[config.mk]
export PLATFORM = sky130hd
export DESIGN_NAME = wake_ctrl
export DESIGN_NICKNAME = d
export VERILOG_FILES = /design/src/rtl/wake_ctrl.sv
export SDC_FILE = /design/constraint.sdc
export NUM_CORES = 1
export LEC_CHECK = 0
export ABC_AREA = 1
export CORE_UTILIZATION = 45
export CTS_CLUSTER_DIAMETER = 200
export DETAILED_ROUTE_END_ITERATION = 8
export DONT_BUFFER_PORTS = 1
export GPL_ROUTABILITY_DRIVEN = 0
export SLEW_MARGIN = 40
export SYNTH_ARGS = -nofsm -noshare
export SYNTH_HDL_FRONTEND = slang
export SYNTH_SLANG_ARGS = --single-unit
[constraint.sdc]
create_clock -name clk -period 1.2 [get_ports clk]
set_input_delay 0.06 -clock clk [delete_from_list [all_inputs] [get_ports clk]]
set_output_delay 0.06 -clock clk [all_outputs]
set_load 0.01 [all_outputs]
[src/rtl/wake_ctrl.sv]
module wake_ctrl #(
  parameter int SRC_N = 17,
  parameter int AW = 4,
  parameter int DW = 32,
  parameter logic [SRC_N-1:0] SRC_VALID = 17'h17FFF,
  parameter int SLEEP_BIT = 3,
  parameter int DEEP_BIT = 4
) (
  input  logic             clk,
  input  logic             rst_n,
  input  logic [SRC_N-1:0] irq_i,
  input  logic             cpu_sleep_i,
  input  logic             cpu_deep_i,
  input  logic             bus_sel,
  input  logic             bus_wr,
  input  logic [AW-1:0]    bus_addr,
  input  logic [DW-1:0]    bus_wdata,
  output logic [DW-1:0]    bus_rdata,
  output logic             wake_req_o
);
  localparam logic [AW-1:0] MASK_ADDR  = AW'(0);
  localparam logic [AW-1:0] CAUSE_ADDR = AW'(4);
  localparam logic [AW-1:0] CPU_ADDR   = AW'(8);

  logic [SRC_N-1:0] mask_q, cause_q, hit, capture, clr;
  logic             asleep, wr_mask, wr_cause;
  logic             unused_wdata;

  assign wr_mask    = bus_sel & bus_wr & (bus_addr == MASK_ADDR);
  assign wr_cause   = bus_sel & bus_wr & (bus_addr == CAUSE_ADDR);
  assign hit        = irq_i & mask_q;
  assign asleep     = cpu_sleep_i | cpu_deep_i;
  assign wake_req_o = asleep & (|hit);
  assign capture    = wake_req_o ? hit : '0;
  assign clr        = wr_cause ? bus_wdata[SRC_N-1:0] : '0;
  assign unused_wdata = ^bus_wdata[DW-1:SRC_N];

  always_ff @(posedge clk or negedge rst_n) begin
    if (!rst_n) begin
      mask_q  <= '0;
      cause_q <= '0;
    end else begin
      if (wr_mask) mask_q <= bus_wdata[SRC_N-1:0] & SRC_VALID;
      cause_q <= ((cause_q & ~clr) | capture) & SRC_VALID;
    end
  end

  always_comb begin
    bus_rdata = '0;
    case (bus_addr)
      MASK_ADDR:  bus_rdata[SRC_N-1:0] = mask_q;
      CAUSE_ADDR: bus_rdata[SRC_N-1:0] = cause_q;
      CPU_ADDR: begin
        bus_rdata[SLEEP_BIT] = cpu_sleep_i;
        bus_rdata[DEEP_BIT]  = cpu_deep_i;
      end
      default: bus_rdata = '0;
    endcase
  end
endmodule

==> impl_metrics.ini, run 1 <==
[yosys]
yosysMostFrequentCell = nand2_1
yosys_warnings = 0
yosysTopAreaCell = dfrtp_1
synth_ff_type = dfrtp_1
synth_top_area_share_pct = 42.72
synth.distinct_cells = 20
synth_area_leaders = dfrtp_1, nand2_1, inv_1
ys_async_sr_fraction_pct = 100.0
synth.avg_cell_area_um2 = 7.810
syn-cell-area_um2 = 1874
ys_ff_latch = 32
syn-instance-count = 240
synth-edff-count = 0
synth_top_cells_by_count = nand2_1, inv_1, dfrtp_1, o21ai_0, nand3_1
ys_seq_area_share_pct = 42.72

[final_layout]
drive_above_1_share_pct = 23.02
postLayoutCellArea_um2 = 2337
syn2layout_area_growth_pct = 24.70
n_antenna_cell = 0
utilization_pct = 58.43
layout.nets = 339
multi_input_comb_area_um2 = 865.8
register_area_um2 = 800.8
stdcell_count = 328
nFillCells = 387

[global_routing]
grt_pass1_wl_um = 6927
grt_usage_pct = 21.75
grt_max_degree = 33
grt_antenna_before_repair = 0
grt_pass1_vias = 1451
gr-total-overflow = 0

[detailed_routing]
routed_wl_um = 4303
final_antenna_net_count = 0
drc = 0
dr.first_iter.drc_count = 74
vias_per_cell = 4.857
wl_per_cell_um = 13.12
drt-pass1-iter-count = 6
via_count = 1593

[place]
port_buffers = 0
place_hpwl_um = 3017
dp.cells = 302
place_area_um2 = 1996

[clock_tree]
cts_max_level = 2
cts_buffers = 5
path_clk_slew_ns = 0.06
cts.sinks = 32
cts_tree = built
cts_buffer_depth = 2
insertion_delay_ns = 0.28
cts_root_buf = clkbuf_8

[floorplanning]
fp.coreArea_um2 = 4000
initial_core_util_pct = 46.86
floorplan.rows = 23
chipHeight_um = 66.54
die_x_um = 66.54
die-area_um2 = 4427
io_pins = 92

[min_path]
hold_class = in -> reg

[sta]
rsz0062_at_grt = true
fmax_ghz = 0.7372
setup_viol = 15
fin_ws_ns = -0.1564
finalMaxSlewViolations = 0
post-route-min-period_ns = 1.356
hold_violations = 0
fin_crit_sh_pct = 113.0
final.setup.tns_ns = -0.3169
fin_skew_ns = 0.004997

[setup_path]
critPathMaxStageDelay_ns = 0.38
end_kind = output pin
required_ns = 1.14
crit_type = reg -> out
crit_family = simple AND/OR/NAND/NOR gates
arrival_ns = 1.30
cp_slowest_cell = dfrtp_1
critPathMaxFanout = 2
crit_buf_inv = 1
start_kind = flop
reg2reg_slack_ns = -0.03
crit_chain = nand2_1 > nand4_1 > nor2_4 > a21boi_2 > buf_4

[run]
maxCapViolations = 0

[power_and_ir_drop]
p_int_mw = 2.300
p_per_area_nw_per_um2 = 1466
ir_worst_vdd_v = 0.0008695
pwr-share-seq_pct = 47.8
p_comb_share_pct = 30.6
p_leak_nw = 1.278
p_switching_mw = 1.126
switching_share_pct = 32.87
total_power_mw = 3.426
pwr-share-clk_pct = 21.6

[outcome]
violations = negative setup slack
outcome = finished, violations left
==> logic make-up (layout without fill, tap and decap cells) <==
family | Yosys count | in the layout | synth area share, %
simple gates | 92 | 92 | 22.03
buf+inv | 68 | 91 | 17.56
compound gates | 47 | 47 | 17.49
flops | 32 | 32 | 42.72
other cells | 1 | 16 | 0.2001
==> worst paths after layout <==
| path | startpoint | to | depth (start not counted) |
|---|---|---|---|
| worst max-delay path | mask_q[8]$_DFFE_PN0P_ | wake_req_o | 5 |
| min in group asynchronous | rst_n | mask_q[1]$_DFFE_PN0P_ | 2 |
| worst min-delay path | irq_i[6] | cause_q[6]$_DFF_PN0_ | 4 |
| max in group asynchronous | rst_n | cause_q[11]$_DFF_PN0_ | 2 |
| worst min register to register | cause_q[8]$_DFF_PN0_ | cause_q[8]$_DFF_PN0_ | 2 |
| worst max register to register | mask_q[8]$_DFFE_PN0P_ | cause_q[14]$_DFF_PN0_ | 6 |
==> per-stage QoR <==
step	setup WS (ns)	hold WS, ns
after floorplan	0.005589	-0.2356
after global placement	-0.07915	-0.2350
after detailed placement	-0.1085	-0.2349
after CTS	-0.1583	0.01879
after global routing	-0.2155	0.04442
final	-0.1564	0.01827
==> cells in the final DEF (no fill, tap or decap), drive strengths merged <==
cell         instances
a21boi               1
a22o                14
buf                 26
clkbuf               5
conb                16
dfrtp               32
dlygate4sd3         17
inv                 43
nand2               66
nand3               18
nand4                3
nor2                 2
nor3                 2
o21ai               32
or2                  1
==> what timing repair did <==
action | in CTS | in global routing
hold buffers | 18 | 0
pin swaps | 1 | 7
setup endpoints to repair | 17 | 17
resized for setup | 6 | 13
endpoints found under the hold margin | 59 | 0
buffers inserted | 0 | 3
==> tightest hold or removal path, stage by stage <==
cell,delay [ns]
nand2_2,0.04
inv_1,0.04
nand3_1,0.07
nand2_1,0.06
==> metal layers <==
metal	global-route usage (%)	part of all wire, %
met1	28.09	45
met2	34.31	46
met3	6.336	7.1
met4	8.245	1.9
met5	0	0
==> registers in the layout, summed over array words and instances (netlist names) <==
signal / flops
cause_q: 16
mask_q: 16
==> power by group through the flow <==
stage | logic [mW] | clock network (mW) | registers [mW]
2_1_floorplan | 0.654 | 0 | 1.61
3_3_place_gp | 0.878 | 0 | 1.63
3_5_place_dp | 0.895 | 0 | 1.64
4_1_cts | 0.987 | 0.754 | 1.63
5_1_grt | 1.20 | 0.807 | 1.68
6_report | 1.05 | 0.740 | 1.64
==> layout make-up <==
class                           instances  area share (%)
Tap cell                               50           2.677
Multi-Input combinational cell        155           37.04
Timing Repair Buffer                   43           16.17
Sequential cell                        32           34.26
Clock buffer                            5           2.944
Inverter                               43           6.906
Note: power is estimated with default switching activity, not from simulation.
==> inputs of run 2 (changes only) <==
CELL_PAD_IN_SITES_DETAIL_PLACEMENT = 1   (was not set)
CELL_PAD_IN_SITES_GLOBAL_PLACEMENT = 2   (was not set)
CORE_UTILIZATION = 30   (was 45)
PLACE_DENSITY_LB_ADDON = 0.1   (was not set)
==> run 2 against run 1 <==
  * The run ends with negative hold slack, negative setup slack left
  * Combinational power increased by 19%
  * Die area is 48% higher
  * Clock power is 18% higher
  * Clock skew increased by 0.0011 ns
  * Cell count grew 11%
  * Global-route usage decreased by 4.2 points
  * Final area rose by 7.4%
  * Critical endpoint is now cause_q[4]$_DFF_PN0_
==> impl_metrics.ini, run 2 (same netlist as run 1, synthesis figures left out) <==
[final_layout]
stdcell_count = 364
n_antenna_cell = 0
postLayoutCellArea_um2 = 2510
reg_top3 = cause_q: 16 flops, mask_q: 16 flops
final_cell_mix = nand2_1, inv_1, dfrtp_1
utilization_pct = 41.90
nFillCells = 734
syn2layout_area_growth_pct = 33.91
layout.nets = 347
final_common_cell = nand2_1
drive_above_1_share_pct = 28.37

[global_routing]
grt_max_degree = 33
grt_pass1_wl_um = 8480
gr-total-overflow = 0
grt_usage_pct = 17.54
grt_antenna_before_repair = 0
grt_pass1_vias = 1690

[detailed_routing]
detailroute.wirelength.met3_um = 267
routed_wl_um = 5304
dr.first_iter.drc_count = 54
via_count = 1635
vias_per_cell = 4.492
wl_met1_um = 2530
highest_layer = met4
drt-pass1-iter-count = 3
dr_wl_met2_um = 2460
drc = 0
wl_per_cell_um = 14.57
final_antenna_net_count = 0

[setup_path]
r2r_start = mask_q[11]$_DFFE_PN0P_
arrival_ns = 1.51
cp_slowest_cell = dfrtp_1
required_ns = 1.37
crit_type = reg -> reg
critPathMaxFanout = 7
end_kind = flop
reg2reg_depth = 10
critPathMaxStageDelay_ns = 0.39
crit_chain = nand2_2 > nand2_1 > inv_1 > nand2_2 > nor2_4 > buf_4 > nand2_4 > buf_8 > nand3_1 > nand2_1
crit_start = mask_q[11]$_DFFE_PN0P_
start_kind = flop

[clock_tree]
cts.sinks = 32
cts_buffers = 5
cts_max_level = 2
cts_root_buf = clkbuf_8
cts_buffer_depth = 2
insertion_delay_ns = 0.28
cts_tree = built
path_clk_slew_ns = 0.07

[place]
pre_cts_slack_ns = -0.1191
port_buffers = 0
place_hpwl_um = 3757
place_area_um2 = 2087
dp.cells = 335

[power_and_ir_drop]
p_per_area_nw_per_um2 = 1495
total_power_mw = 3.753
ir_worst_vdd_v = 0.0006259
p_leak_nw = 1.340

[sta]
finalMaxSlewViolations = 0
setup_viol = 19
fin_skew_ns = 0.006095
fin_crit_sh_pct = 111.9
rsz0062_at_grt = true
fin_ws_ns = -0.1423
fmax_ghz = 0.7450
hold_violations = 1
post-route-min-period_ns = 1.342
whs_ns = -0.0007469

[floorplanning]
io_pins = 92
chipHeight_um = 81.04
floorplan.rows = 28
initial_core_util_pct = 31.29
die_x_um = 81.04
fp.coreArea_um2 = 5991
die-area_um2 = 6567

[min_path]
whs_path_depth = 4
hp-start = irq_i[0]
hold_class = in -> reg

[outcome]
outcome = finished, violations left
violations = negative hold slack, negative setup slack

[run]
maxCapViolations = 0
## run 2: changes by cell type in the layout (fill, tap and decap cells not counted), moves of 3 or more
| cell | delta |
|---|---|
| nand3_1 | -6 |
| nand3_2 | +5 |
| nand2_2 | +3 |
| buf_4 | +4 |
| nand2_1 | -3 |
| buf_6 | +4 |
## run 2: layer usage
metal,global-route usage (%),up-vias
met5,0,-
met2,27.82,45
li1,-,825
met4,4.286,0
met1,23.48,761
met3,4.831,4
## run 2: what timing repair did
item | CTS | global route
gates resized for setup | 17 | 17
hold endpoints to repair | 58 | 0
setup buffers | 2 | 2
gates cloned | 1 | 0
pin swaps | 7 | 10
setup endpoints to repair | 17 | 17
hold buffers | 17 | 0
## run 2: power breakdown
group	internal, mW	switching, mW	leakage, nW	total, mW
Combinational	0.630	0.617	0.925	1.25
Clock	0.468	0.403	0.0455	0.871
Sequential	1.42	0.214	0.369	1.64
## run 2: path summary, 6_finish.rpt
kind	to	slack [ns]
setup / recovery	cause_q[4]$_DFF_PN0_	-0.14
hold / removal	cause_q[0]$_DFF_PN0_	-0.0007
setup reg to reg	cause_q[4]$_DFF_PN0_	-0.14
hold reg to reg	cause_q[8]$_DFF_PN0_	0.50
max in group asynchronous	mask_q[8]$_DFFE_PN0P_	0.78
min in group asynchronous	mask_q[6]$_DFFE_PN0P_	0.24
## run 2: per-stage QoR
stage	hold WS [ns]	setup TNS [ns]
after global routing	0.01148	-4.453
after CTS	0.01085	-2.329
after detailed placement	-0.2350	-1.433
after floorplan	-0.2356	0
final	-0.0007469	-2.114
after global placement	-0.2349	-1.124
## run 2: cell type report
class / instances / area (um^2) / area share [%]
inverters: 43 / 161.4 / 6.431
clock buffers: 8 / 90.09 / 3.589
multi-input cells: 155 / 905.9 / 36.09
well taps: 75 / 93.84 / 3.739
flip-flops and latches: 32 / 800.8 / 31.90
repair buffers: 51 / 457.9 / 18.25
## run 2: critical path, delay by kind of cell (launching register included)
| family | cells | cell delay (ns) |
|---|---|---|
| buffers and inverters | 3 | 0.33 |
| flip-flops | 1 | 0.39 |
| AND/OR/NAND/NOR | 7 | 0.50 |
